==> config.mk <==
export PLATFORM = sky130hd
export DESIGN_NAME = flit_hop_stage
export DESIGN_NICKNAME = d
export VERILOG_FILES = /design/src/rtl/flit_hop_stage.sv
export SDC_FILE = /design/constraint.sdc
export NUM_CORES = 1
export LEC_CHECK = 0
export BUFFER_PORTS_ARGS = -buffer_cell sky130_fd_sc_hd__buf_2
export CORE_ASPECT_RATIO = 2
export CORE_MARGIN = 2
export CORE_UTILIZATION = 55
export DETAILED_ROUTE_END_ITERATION = 16
export PLACE_DENSITY = 0.73
export SYNTH_ARGS = -nofsm -noshare
export SYNTH_HDL_FRONTEND = slang
export SYNTH_SLANG_ARGS = --single-unit
==> constraint.sdc <==
create_clock -name clk -period 5 [get_ports clk]
set_input_delay 0.25 -clock clk [delete_from_list [all_inputs] [get_ports clk]]
set_output_delay 0.25 -clock clk [all_outputs]
set_load 0.02 [all_outputs]
==> src/rtl/flit_hop_stage.sv <==
module flit_hop_stage #(
  parameter int FLIT_W    = 16,
  parameter int BUF_DEPTH = 8,
  parameter int DN_DEPTH  = 8
) (
  input  logic              clk,
  input  logic              rst_n,
  input  logic [1:0]        sw_mode,
  input  logic              in_valid,
  input  logic [FLIT_W-1:0] in_flit,
  output logic              in_ready,
  output logic              out_valid,
  output logic [FLIT_W-1:0] out_flit,
  input  logic              cred_ret,
  output logic              err_o
);
  localparam int AW = (BUF_DEPTH > 1) ? $clog2(BUF_DEPTH) : 1;
  localparam int NW = $clog2(BUF_DEPTH + 1);
  localparam int CW = $clog2(DN_DEPTH + 1);
  localparam logic [1:0] M_SAF = 2'b00;
  localparam logic [1:0] M_VCT = 2'b01;
  localparam logic [1:0] T_HEAD = 2'b01;
  localparam logic [1:0] T_TAIL = 2'b10;

  logic [FLIT_W-1:0] mem [BUF_DEPTH];
  logic [AW-1:0]     wp, rp;
  logic [NW-1:0]     count;
  logic [CW-1:0]     cred;
  logic              in_pkt, dropping, err_q;

  wire [1:0] in_type  = in_flit[FLIT_W-1 -: 2];
  wire [3:0] in_len   = in_flit[3:0];
  wire       bad_len  = (in_type == T_HEAD) &&
                        (in_len < 4'd2 || 32'(in_len) > BUF_DEPTH);
  wire       accept   = in_valid && in_ready;
  wire       push     = accept && !dropping && !bad_len;

  wire [FLIT_W-1:0] head_flit = mem[rp];
  wire [3:0]        hd_len    = head_flit[3:0];
  wire              hd_tail   = head_flit[FLIT_W-1 -: 2] == T_TAIL;
  wire              cred_pkt  = 32'(cred) >= 32'(hd_len);

  logic head_ok;
  always_comb begin
    case (sw_mode)
      M_SAF:   head_ok = cred_pkt && 32'(count) >= 32'(hd_len);
      M_VCT:   head_ok = cred_pkt;
      default: head_ok = cred != '0;
    endcase
  end

  wire send = (count != '0) && (in_pkt ? (cred != '0) : head_ok);

  assign in_ready  = count != NW'(BUF_DEPTH);
  assign out_valid = send;
  assign out_flit  = head_flit;
  assign err_o     = err_q;

  always_ff @(posedge clk) begin
    if (push) mem[wp] <= in_flit;
  end

  always_ff @(posedge clk) begin
    if (!rst_n) begin
      wp       <= '0;
      rp       <= '0;
      count    <= '0;
      cred     <= CW'(DN_DEPTH);
      in_pkt   <= 1'b0;
      dropping <= 1'b0;
      err_q    <= 1'b0;
    end else begin
      if (push) wp <= (32'(wp) == BUF_DEPTH - 1) ? '0 : wp + 1'b1;
      if (send) rp <= (32'(rp) == BUF_DEPTH - 1) ? '0 : rp + 1'b1;
      count <= count + NW'(push) - NW'(send);
      if (send) in_pkt <= !hd_tail;
      case ({send, cred_ret})
        2'b10:   cred <= cred - 1'b1;
        2'b01:   if (cred != CW'(DN_DEPTH)) cred <= cred + 1'b1;
        default: cred <= cred;
      endcase
      if (accept) begin
        if (bad_len)                             dropping <= 1'b1;
        else if (dropping && in_type == T_TAIL)  dropping <= 1'b0;
      end
      err_q <= accept && bad_len;
    end
  end
endmodule

==> summary.txt, run 1 <==
area delta synth->final: 17.4%
final hold violations: 0
CTS Root Cell: clkbuf_16
maximum buffer depth of the clock tree: 2
Core ar.: 0.0109 mm^2
RSZ-0062 raised after global routing: no
crit end category: flip-flop
Worst EP required: 5.30 ns
residual DRC count: 0
drt wl/cell: 20.7 um
via count: 3230
fin crit period: 4.29 ns
Syn Inst Count: 338
GRT overflow: 0
Post-synth EDFFs: 128
first-pass GRT wire length: 18100 um
synthesized area: 0.00611 mm^2
dpl cell area: 0.00656 mm^2
Worst-path clk slew: 0.07 ns
die height: 153 um
Synth cell types: 41
largest cells by area after synthesis: edfxtp_1, mux4_2, dfxtp_1
I/O Buffers: 40
Slew HR: 0.598
CTS Sinks: 148
final max-slew violation count: 0
final setup TNS: 0 ns
hold path depth: 1
Ports: 41
std cell rows: 54
worst-skew pair later-pin latency: 0.42 ns
reg-to-reg endpoint: count[2]
synth warn: 0
top cell type's share of synthesized area: 0.629
hold endpoint: mem[1][10]
initial antenna violation count: 0
H-tree depth: 4
PwrDens: 536 mW/mm^2
cts hold-fix bufs: 0
Slew @ Worst Pin: 0.602 ns
Die W: 78.5 um
largest area contributor in the netlist: edfxtp_1
largest net degree at the start of global routing: 18
GPL Wtd Cong: 0.836
Fill cells: 759
share of cells above drive strength 1: 0.350
antenna-violating nets left: 0
HP Class: in -> reg
sequential area share after synthesis: 0.695
CTS tree: yes
final WL: 11400 um
Peak VDD IR: 0.000435 V
Syn Nets: 382
synthesized flop and latch total: 148
Antenna diodes: 0
Post-CTS Setup Inserts: 0
top_reg_cell synth: edfxtp_1
status: complete, no violations
average via count per standard cell: 5.86
# nets final: 442
Avg Inst Size Synth: 18.1 um^2
Total Routing Usage GR: 0.211
dpl hpwl: 7680 um
Starting DRT DRC Count: 212
TritonCTS Buffers: 17
final period utilization: 0.857
CP Max Fanout: 16
crit start category: flip-flop
final instance area: 0.00717 mm^2
hold_sp: in_flit[10]
f_max: 233 MHz
Static Leak: 2.51 nW
final count of negative-setup-slack endpoints: 0
vias in the first global route: 3465
Reg2Reg Setup Slack: 0.71 ns
ys async rst share: 0
die area: 0.0120 mm^2
Worst Reg-to-Reg Cells: 15
CTS resizes: 0
arrival time worst endpoint: 4.58 ns
WS Path Type: reg -> reg
total power: 3.85 mW
Initial Util: 0.562
Worst Skew: 0.0100 ns
DRT Pass-1 Iters: 6
max-cap violations: 0
-- worst max path at each step --
| stage | end | slack (ns) |
|---|---|---|
| global route | count[2] | 0.41 |
| floorplan | count[2] | 0.76 |
| global placement | count[3] | 0.92 |
| CTS | count[2] | 0.72 |
| finish | count[2] | 0.71 |
| detailed placement | count[2] | 0.72 |
-- power breakdown --
| group | internal, mW | switching (mW) | leakage [nW] | total (mW) |
|---|---|---|---|---|
| Combinational | 0.489 | 0.568 | 0.893 | 1.06 |
| Sequential | 1.43 | 0.0945 | 1.32 | 1.52 |
| Clock | 0.717 | 0.549 | 0.295 | 1.27 |
-- cell families after synthesis --
family / share of synthesized area
DFF: 0.695
muxes: 0.148
xor gates and xnor gates: 0.00430
buffers and inverters: 0.0182
AOI/OAI and AO/OA: 0.0364
adders and majority gates: 0.0475
and+or+nand+nor: 0.0506
-- registers in the layout, indices dropped and copies added, names as in the netlist, named ones only --
| name | flops |
|---|---|
| wp | 3 |
| cred | 4 |
| count | 4 |
| err_o | 1 |
| mem | 128 |
| dropping | 1 |
| rp | 3 |
| in_pkt | 1 |
-- Yosys cell counts, types with 2 or more instances --
| cell type | number |
|---|---|
| o21ai_0 | 5 |
| mux2_2 | 13 |
| edfxtp_1 | 128 |
| buf_1 | 2 |
| xor2_1 | 2 |
| fa_1 | 2 |
| nand3_1 | 3 |
| nor3_1 | 4 |
| ha_1 | 20 |
| mux2i_1 | 4 |
| clkbuf_1 | 5 |
| nand2_1 | 15 |
| inv_1 | 16 |
| buf_2 | 5 |
| mux4_2 | 32 |
| nand2b_1 | 4 |
| dfxtp_1 | 20 |
| nor4b_1 | 2 |
| or3_1 | 4 |
| nor2_1 | 11 |
| and2_1 | 3 |
| nor3b_1 | 5 |
| a21o_1 | 2 |
| a21oi_1 | 14 |
-- metal layers --
metal / share of wire / vias to the layer above / wire length (um) / track usage
li1: - / 1457 / - / -
met1: 0.37 / 1649 / 4180 / 0.228
met2: 0.56 / 94 / 6360 / 0.368
met3: 0.041 / 30 / 469 / 0.0602
met4: 0.036 / 0 / 413 / 0.111
met5: 0 / - / 0 / 0
-- stage by stage --
step | hold slack, ns | std cells | setup WS [ns] | utilization
6_report | 0.0887 | 551 | 0.713 | 0.659
5_1_grt | 0.0755 | 551 | 0.406 | 0.659
4_1_cts | 0.0713 | 551 | 0.720 | 0.659
3_5_place_dp | 0.476 | 519 | 0.722 | 0.603
3_3_place_gp | 0.465 | 519 | 0.925 | 0.603
2_1_floorplan | 0.349 | 338 | 0.758 | -
-- worst max-delay path, cell delays in order (launching register included) --
cell and delay (ns):
dfxtp_2 0.69, mux4_2 0.57, mux2i_1 0.30, ha_1 0.30, a2111oi_0 0.42, o21ai_0 0.19
and2_1 0.23, nand2_1 0.17, inv_1 0.13, ha_1 0.29, inv_1 0.07, ha_1 0.17
inv_1 0.06, fa_1 0.37, xor2_1 0.15, nor2_1 0.05
-- area by class of cell --
type                    instances  area (um^2)  area share
flip-flops and latches        148         4250       0.592
multi-input cells             162         1790       0.249
clock buffers                  17          425      0.0593
repair buffers                 53          298      0.0415
clock inverters                15          184      0.0256
well taps                     140          175      0.0244
inverters                      16         60.1     0.00837
-- cells in the final DEF (no fill, tap or decap), types with 2 or more instances in the layout --
cell type,Yosys,layout
nor2_1,11,11
mux2i_1,4,4
o21ai_0,5,5
clkinv_8,0,3
inv_8,0,4
nand3_1,3,3
a21o_1,2,2
dfxtp_1,20,19
clkbuf_16,0,17
xor2_1,2,2
fa_1,2,2
and2_1,3,3
a21oi_1,14,14
nor3b_2,0,4
nor4b_1,2,2
buf_4,0,13
clkinv_4,0,2
or3_1,4,4
nor3_1,4,2
inv_1,16,16
buf_2,5,40
edfxtp_1,128,128
mux4_2,32,32
nand2b_1,4,4
inv_6,0,4
nor3_2,0,2
nand2_1,15,15
mux2_2,13,13
ha_1,20,20
No activity file was read; power rests on OpenSTA's default activity.
==> run 2, diff against run 1 <==
--- a/config.mk
+++ b/config.mk
@@ -10,5 +10,5 @@
 export CORE_MARGIN = 2
-export CORE_UTILIZATION = 55
+export CORE_UTILIZATION = 60
 export DETAILED_ROUTE_END_ITERATION = 16
-export PLACE_DENSITY = 0.73
+export PLACE_DENSITY = 0.78
 export SYNTH_ARGS = -nofsm -noshare
==> constraint.sdc (replaced) <==
create_clock -name clk -period 5 [get_ports clk]
set_input_delay 1 -clock clk [delete_from_list [all_inputs] [get_ports clk]]
set_output_delay 1 -clock clk [all_outputs]
set_load 0.02 [all_outputs]
==> run 2 against run 1 <==
Sequential power is essentially flat. Clock skew shrank 0.0012 ns. Maximum frequency shrank 5.7%. Sequential share of layout area grew 0.27 points. Cell count shrank 0.91%. Hold slack gained 0.39 ns. Combinational power is essentially flat. Non-clock buffer count is the same. First-iteration DRC count shrank 3.3%. Die area shrank 8.0%. Worst setup slack lost 0.26 ns. Wire length grew 3.9%. Critical endpoint is now out_valid.
==> summary.txt, run 2 (same netlist as run 1, synthesis figures left out) <==
DRT met1 WL: 4290 um (+2.6%)
CP Max Fanout: 16 (unchanged)
commonest non-fill, non-tap cell in the layout: edfxtp_1
share of cells above drive strength 1: 0.345 (-0.00487)
most used cells in the layout excluding fill and tap cells: edfxtp_1, buf_2, mux4_2
first-pass GRT wire length: 18300 um (+1.1%)
slowest stage delay, CP: 0.69 ns (about the same)
Met2 Routed Length: 6790 um (+6.8%)
CTS Root Cell: clkbuf_16
largest net degree at the start of global routing: 17 (-1)
top sig layer: met4
Worst-path clk slew: 0.06 ns (about the same)
metal3 WL: 540 um (+15%)
DRT Pass-1 Iters: 5 (-1)
average via count per standard cell: 5.94 (+1.3%)
Post-CTS Setup Inserts: 0 (unchanged)
PwrDens: 533 mW/mm^2 (-0.51%)
worst-skew pair later-pin latency: 0.41 ns (about the same)
status: complete, no violations
I/O Buffers: 40 (unchanged)
crit end category: output port
Die W: 75.4 um (-4.0%)
die area: 0.0111 mm^2 (-8.0%)
# nets final: 442 (unchanged)
CTS resizes: 0 (unchanged)
switching part of the total power: 0.302 (-0.0133)
GRT overflow: 0 (unchanged)
Comb power frac: 0.277 (+0.002)
Initial Util: 0.610 (+0.0481)
hold path depth: 2 (+1)
Fill cells: 621 (-18%)
final count of negative-setup-slack endpoints: 0 (unchanged)
Worst path slowest cell: dfxtp_2
area delta synth->final: 16.9%
Peak VDD IR: 0.000349 V (-20%)
die height: 147 um (-4.1%)
Slew HR: 0.585 (-0.0132)
Largest Register: mem
hold_sp: rp[1]
final period utilization: 0.910 (+0.0523)
residual DRC count: 0 (unchanged)
cts hold-fix bufs: 0 (unchanged)
maximum buffer depth of the clock tree: 2 (unchanged)
via count: 3241 (+0.34%)
crit start category: flip-flop
multi-input logic area: 0.00179 mm^2 (unchanged)
WS Path Type: reg -> out
RSZ-0062 raised after global routing: no
antenna-violating nets left: 0 (unchanged)
Antenna diodes: 0 (unchanged)
fin crit period: 4.55 ns (+0.261 ns)
sequential share of power: 0.400 (+0.004)
arrival time worst endpoint: 3.55 ns (-1.03 ns)
Reg2Reg Setup Slack: 0.83 ns (+0.12 ns)
reg-to-reg endpoint: count[2]
Layout Cells excl Fill: 546 (-0.91%)
initial antenna violation count: 0 (unchanged)
CP Cell Sequence: mux4_2 -> mux2i_1 -> ha_1 -> a2111oi_0 -> o21ai_0 -> and2_1 -> nand2_1 -> inv_1 -> buf_2
Slew @ Worst Pin: 0.622 ns (+0.0198 ns)
Seq. cell area: 0.00425 mm^2 (unchanged)
Net Switching: 1.15 mW (-5.2%)
final instance area: 0.00714 mm^2 (-0.45%)
max-cap violations: 0 (unchanged)
dpl cell area: 0.00656 mm^2 (about the same)
Worst EP required: 4.00 ns (-1.30 ns)
GPL Wtd Cong: 0.851 (+1.8%)
H-tree depth: 4 (unchanged)
CTS tree: yes
Placed Cells: 514 (-0.96%)
final max-slew violation count: 0 (unchanged)
Worst Reg-to-Reg Cells: 15 (unchanged)
Clock Power Share: 0.323 (-0.006)
biggest regs: mem: 128 flops, count: 4 flops, cred: 4 flops
Starting DRT DRC Count: 205 (-3.3%)
CTS Sinks: 148 (unchanged)
Ports: 41 (unchanged)
final WL: 11900 um (+3.9%)
TritonCTS Buffers: 17 (unchanged)
Worst Skew: 0.00885 ns (-0.00117 ns)
f_max: 220 MHz (-5.7%)
Static Leak: 2.50 nW (-0.64%)
Core ar.: 0.0100 mm^2 (-7.9%)
final setup TNS: 0 ns (unchanged)
dpl hpwl: 7330 um (-4.5%)
max reg flops: 128 (unchanged)
P_int: 2.66 mW (+0.97%)
Total Routing Usage GR: 0.238 (+0.0269)
drt wl/cell: 21.7 um (+4.9%)
final hold violations: 0 (unchanged)
HP Class: reg -> reg
std cell rows: 52 (-3.7%)
vias in the first global route: 3394 (-2.0%)
## run 2: changes by cell type in the layout (fill, tap and decap cells not counted)
cell	before	now
bufinv_16	1	2
clkbuf_1	0	2
clkinv_2	0	1
clkinv_4	2	4
clkinv_8	3	0
clkinvlp_4	1	2
inv_8	4	0
## run 2: power groups by stage
stage                     clock, mW  combinational, mW  sequential, mW
after global placement            0               1.02            1.54
after floorplan                   0              0.816            1.49
after detailed placement          0               1.05            1.55
final                          1.23               1.05            1.52
after CTS                      1.25               1.06            1.53
after global routing           1.31               1.16            1.54
## run 2: worst max-delay path by stage
stage	startpoint	to	slack [ns]	cells past startpoint
after floorplan	flip-flop	count[2]	0.76	18
after global placement	flip-flop	count[2]	0.91	15
after detailed placement	flip-flop	count[2]	0.80	15
after CTS	flip-flop	out_valid	0.39	9
after global routing	flip-flop	out_valid	0.11	9
final	flip-flop	out_valid	0.45	9
## run 2: final cells by class
| cell class | count | area share |
|---|---|---|
| clock buffers | 19 | 0.0606 |
| clock inverters | 13 | 0.0210 |
| inverters | 16 | 0.00841 |
| multi-input cells | 162 | 0.250 |
| flip-flops and latches | 148 | 0.595 |
| well taps | 135 | 0.0237 |
| repair buffers | 53 | 0.0417 |
## run 2: routing by layer
metal,vias up,GRT usage
met3,13,0.0562
met2,106,0.416
met5,-,0
met4,0,0.0833
met1,1667,0.279
li1,1455,-
## run 2: metrics by stage
step / util / setup slack, ns / hold WS (ns) / power (mW)
6_report: 0.713 / 0.452 / 0.481 / 3.81
3_5_place_dp: 0.654 / 0.803 / 0.470 / 2.60
5_1_grt: 0.713 / 0.115 / 0.516 / 4.01
2_1_floorplan: - / 0.758 / 0.447 / 2.31
3_3_place_gp: 0.654 / 0.913 / 0.460 / 2.57
4_1_cts: 0.713 / 0.388 / 0.481 / 3.84
## run 2: worst max-delay path: cells and delay by family, from the launching register on
kind | cells | cell delay (ns)
flip-flops | 1 | 0.69
adder cells (fa/ha/maj) | 1 | 0.31
buffers and inverters | 2 | 0.31
multiplexers | 2 | 0.88
AO/OA/AOI/OAI | 2 | 0.56
AND/OR/NAND/NOR | 2 | 0.39
==> run 3, diff against run 2 <==
Settings changed: CTS_BUF_LIST from default to sky130_fd_sc_hd__clkbuf_4.
==> run 3 against run 2 <==
Clock power shrank 40%. Hold slack gained 0.018 ns. Core utilization is 2.8 points lower. Global-route usage is 0.90 points lower. Clock skew is 0.010 ns higher. Combinational power barely moved.
==> summary.txt, run 3 (same netlist as run 1, synthesis figures left out) <==
I/O Buffers: 40 (unchanged)
GRT overflow: 0 (unchanged)
max-cap violations: 0 (unchanged)
final count of negative-setup-slack endpoints: 0 (unchanged)
CTS Root Cell: clkbuf_4
Worst Skew: 0.0188 ns (+0.0100 ns)
Worst EP required: 4.00 ns (about the same)
Die W: 75.4 um (unchanged)
f_max: 218 MHz (-0.98%)
largest net degree at the start of global routing: 17 (unchanged)
Largest delay share family, worst path: buffers and inverters
vias in the first global route: 3306 (-2.6%)
std cell rows: 52 (unchanged)
Total Routing Usage GR: 0.229 (-0.00904)
worst-skew pair later-pin latency: 0.52 ns (+0.11 ns)
final period utilization: 0.919 (+0.00898)
HP Class: reg -> reg
Initial Util: 0.610 (unchanged)
residual DRC count: 0 (unchanged)
CTS tree: yes
CTS Sinks: 148 (unchanged)
final hold violations: 0 (unchanged)
CP Max Fanout: 11 (-5)
die height: 147 um (unchanged)
Core ar.: 0.0100 mm^2 (unchanged)
Worst Reg-to-Reg Cells: 16 (+1)
CP Cell Sequence: buf_4 -> mux4_2 -> mux2_2 -> ha_1 -> nand2b_1 -> a21oi_1 -> o21ai_0 -> nand2_1 -> inv_1 -> buf_2
RSZ-0062 raised after global routing: no
slowest stage delay, CP: 0.67 ns (-0.02 ns)
GPL Wtd Cong: 0.851 (unchanged)
final max-slew violation count: 0 (unchanged)
Fill cells: 676 (+8.9%)
max reg flops: 128 (unchanged)
first-pass GRT wire length: 17500 um (-4.2%)
commonest non-fill, non-tap cell in the layout: edfxtp_1
H-tree depth: 4 (unchanged)
Critical Path Stages: 10 (+1)
drt wl/cell: 20.9 um (-3.7%)
biggest regs: mem: 128 flops, count: 4 flops, cred: 4 flops
# nets final: 442 (unchanged)
average via count per standard cell: 5.86 (-1.3%)
reg-to-reg endpoint: count[3]
WS Path Type: reg -> out
antenna-violating nets left: 0 (unchanged)
Slew @ Worst Pin: 0.638 ns (+0.0160 ns)
TritonCTS Buffers: 17 (unchanged)
most used cells in the layout excluding fill and tap cells: edfxtp_1, buf_2, mux4_2
Peak VDD IR: 0.000487 V (+40%)
fin crit period: 4.59 ns (+0.0449 ns)
Layout Cells excl Fill: 547 (+0.18%)
via count: 3206 (-1.1%)
Slew HR: 0.574 (-0.0107)
cts hold-fix bufs: 0 (unchanged)
final WL: 11500 um (-3.5%)
Starting DRT DRC Count: 238 (+16%)
Worst-path clk slew: 0.12 ns (+0.06 ns)
final setup TNS: 0 ns (unchanged)
area delta synth->final: 12.2%
initial antenna violation count: 1 (+1)
maximum buffer depth of the clock tree: 2 (unchanged)
CP Buf/Inv Count: 3 (+1)
share of cells above drive strength 1: 0.350 (+0.00487)
Largest Register: mem
crit end category: output port
Static Leak: 2.37 nW (-5.0%)
Worst path slowest cell: dfxtp_1
dpl hpwl: 7330 um (unchanged)
status: complete, no violations
arrival time worst endpoint: 3.59 ns (+0.04 ns)
DRT Pass-1 Iters: 5 (unchanged)
crit start category: flip-flop
CTS resizes: 0 (unchanged)
Reg2Reg Setup Slack: 0.93 ns (+0.10 ns)
Ports: 41 (unchanged)
PwrDens: 482 mW/mm^2 (-9.6%)
Placed Cells: 514 (unchanged)
Post-CTS Setup Inserts: 0 (unchanged)
die area: 0.0111 mm^2 (unchanged)
Critical Path Sink: out_valid
==> run 3: cell types whose count changed in the layout (fill, tap and decap cells not counted) <==
cell	change
clkbuf_16	-17
clkbuf_4	+19
dfxtp_2	-1
clkbuf_1	-2
diode_2	+1
dfxtp_4	+1
==> run 3: worst min path at each step <==
stage              from        end  slack [ns]  depth (start not counted)
4_1_cts           rp[1]  flip-flop        0.49                          2
6_report          rp[1]  flip-flop        0.50                          2
3_3_place_gp   dropping   dropping        0.46                          2
2_1_floorplan  dropping   dropping        0.45                          2
5_1_grt          in_pkt     in_pkt        0.53                          2
3_5_place_dp      rp[1]  flip-flop        0.47                          2
==> run 3: cell type report <==
class | instances | area [um^2] | share of cell area
sequential | 148 | 4250 | 0.620
multi-input combinational | 162 | 1790 | 0.260
clock inverter | 13 | 150 | 0.0219
clock buffer | 19 | 143 | 0.0208
inverter | 16 | 60.1 | 0.00876
antenna | 1 | 2.50 | 0.000365
timing repair buffer | 53 | 298 | 0.0434
tap | 135 | 169 | 0.0246
==> run 3: through the flow <==
step,setup slack [ns],utilization,power (mW),hold WS [ns],instance area (um^2)
2_1_floorplan,0.758,-,2.31,0.447,6110
3_3_place_gp,0.913,0.654,2.57,0.460,6560
3_5_place_dp,0.803,0.654,2.60,0.470,6560
4_1_cts,0.247,0.684,3.34,0.491,6850
5_1_grt,0.183,0.684,3.50,0.527,6860
6_report,0.407,0.684,3.31,0.499,6860
==> run 3: metal layers <==
layer,track usage,vias to the layer above,share of wire,wire (um)
li1,-,1457,-,-
met1,0.267,1634,0.37,4210
met2,0.398,106,0.57,6480
met3,0.0617,9,0.049,562
met4,0.0763,0,0.017,200
met5,0,-,0,0
==> run 3: report_power, final <==
| part | internal, mW | leakage [nW] | switching (mW) |
|---|---|---|---|
| Clock | 0.316 | 0.154 | 0.424 |
| Sequential | 1.43 | 1.32 | 0.0920 |
| Combinational | 0.488 | 0.893 | 0.558 |
==> run 3: worst reg2reg max path, delay by kind of cell, from the launching register on <==
kind                     cells  cell delay [ns]
AND/OR/NAND/NOR              3             0.35
AO/OA/AOI/OAI                4             0.79
multiplexers                 2             0.65
buffers and inverters        3             0.58
XOR/XNOR                     1             0.13
adder cells (fa/ha/maj)      3             0.79
flip-flops                   1             0.67
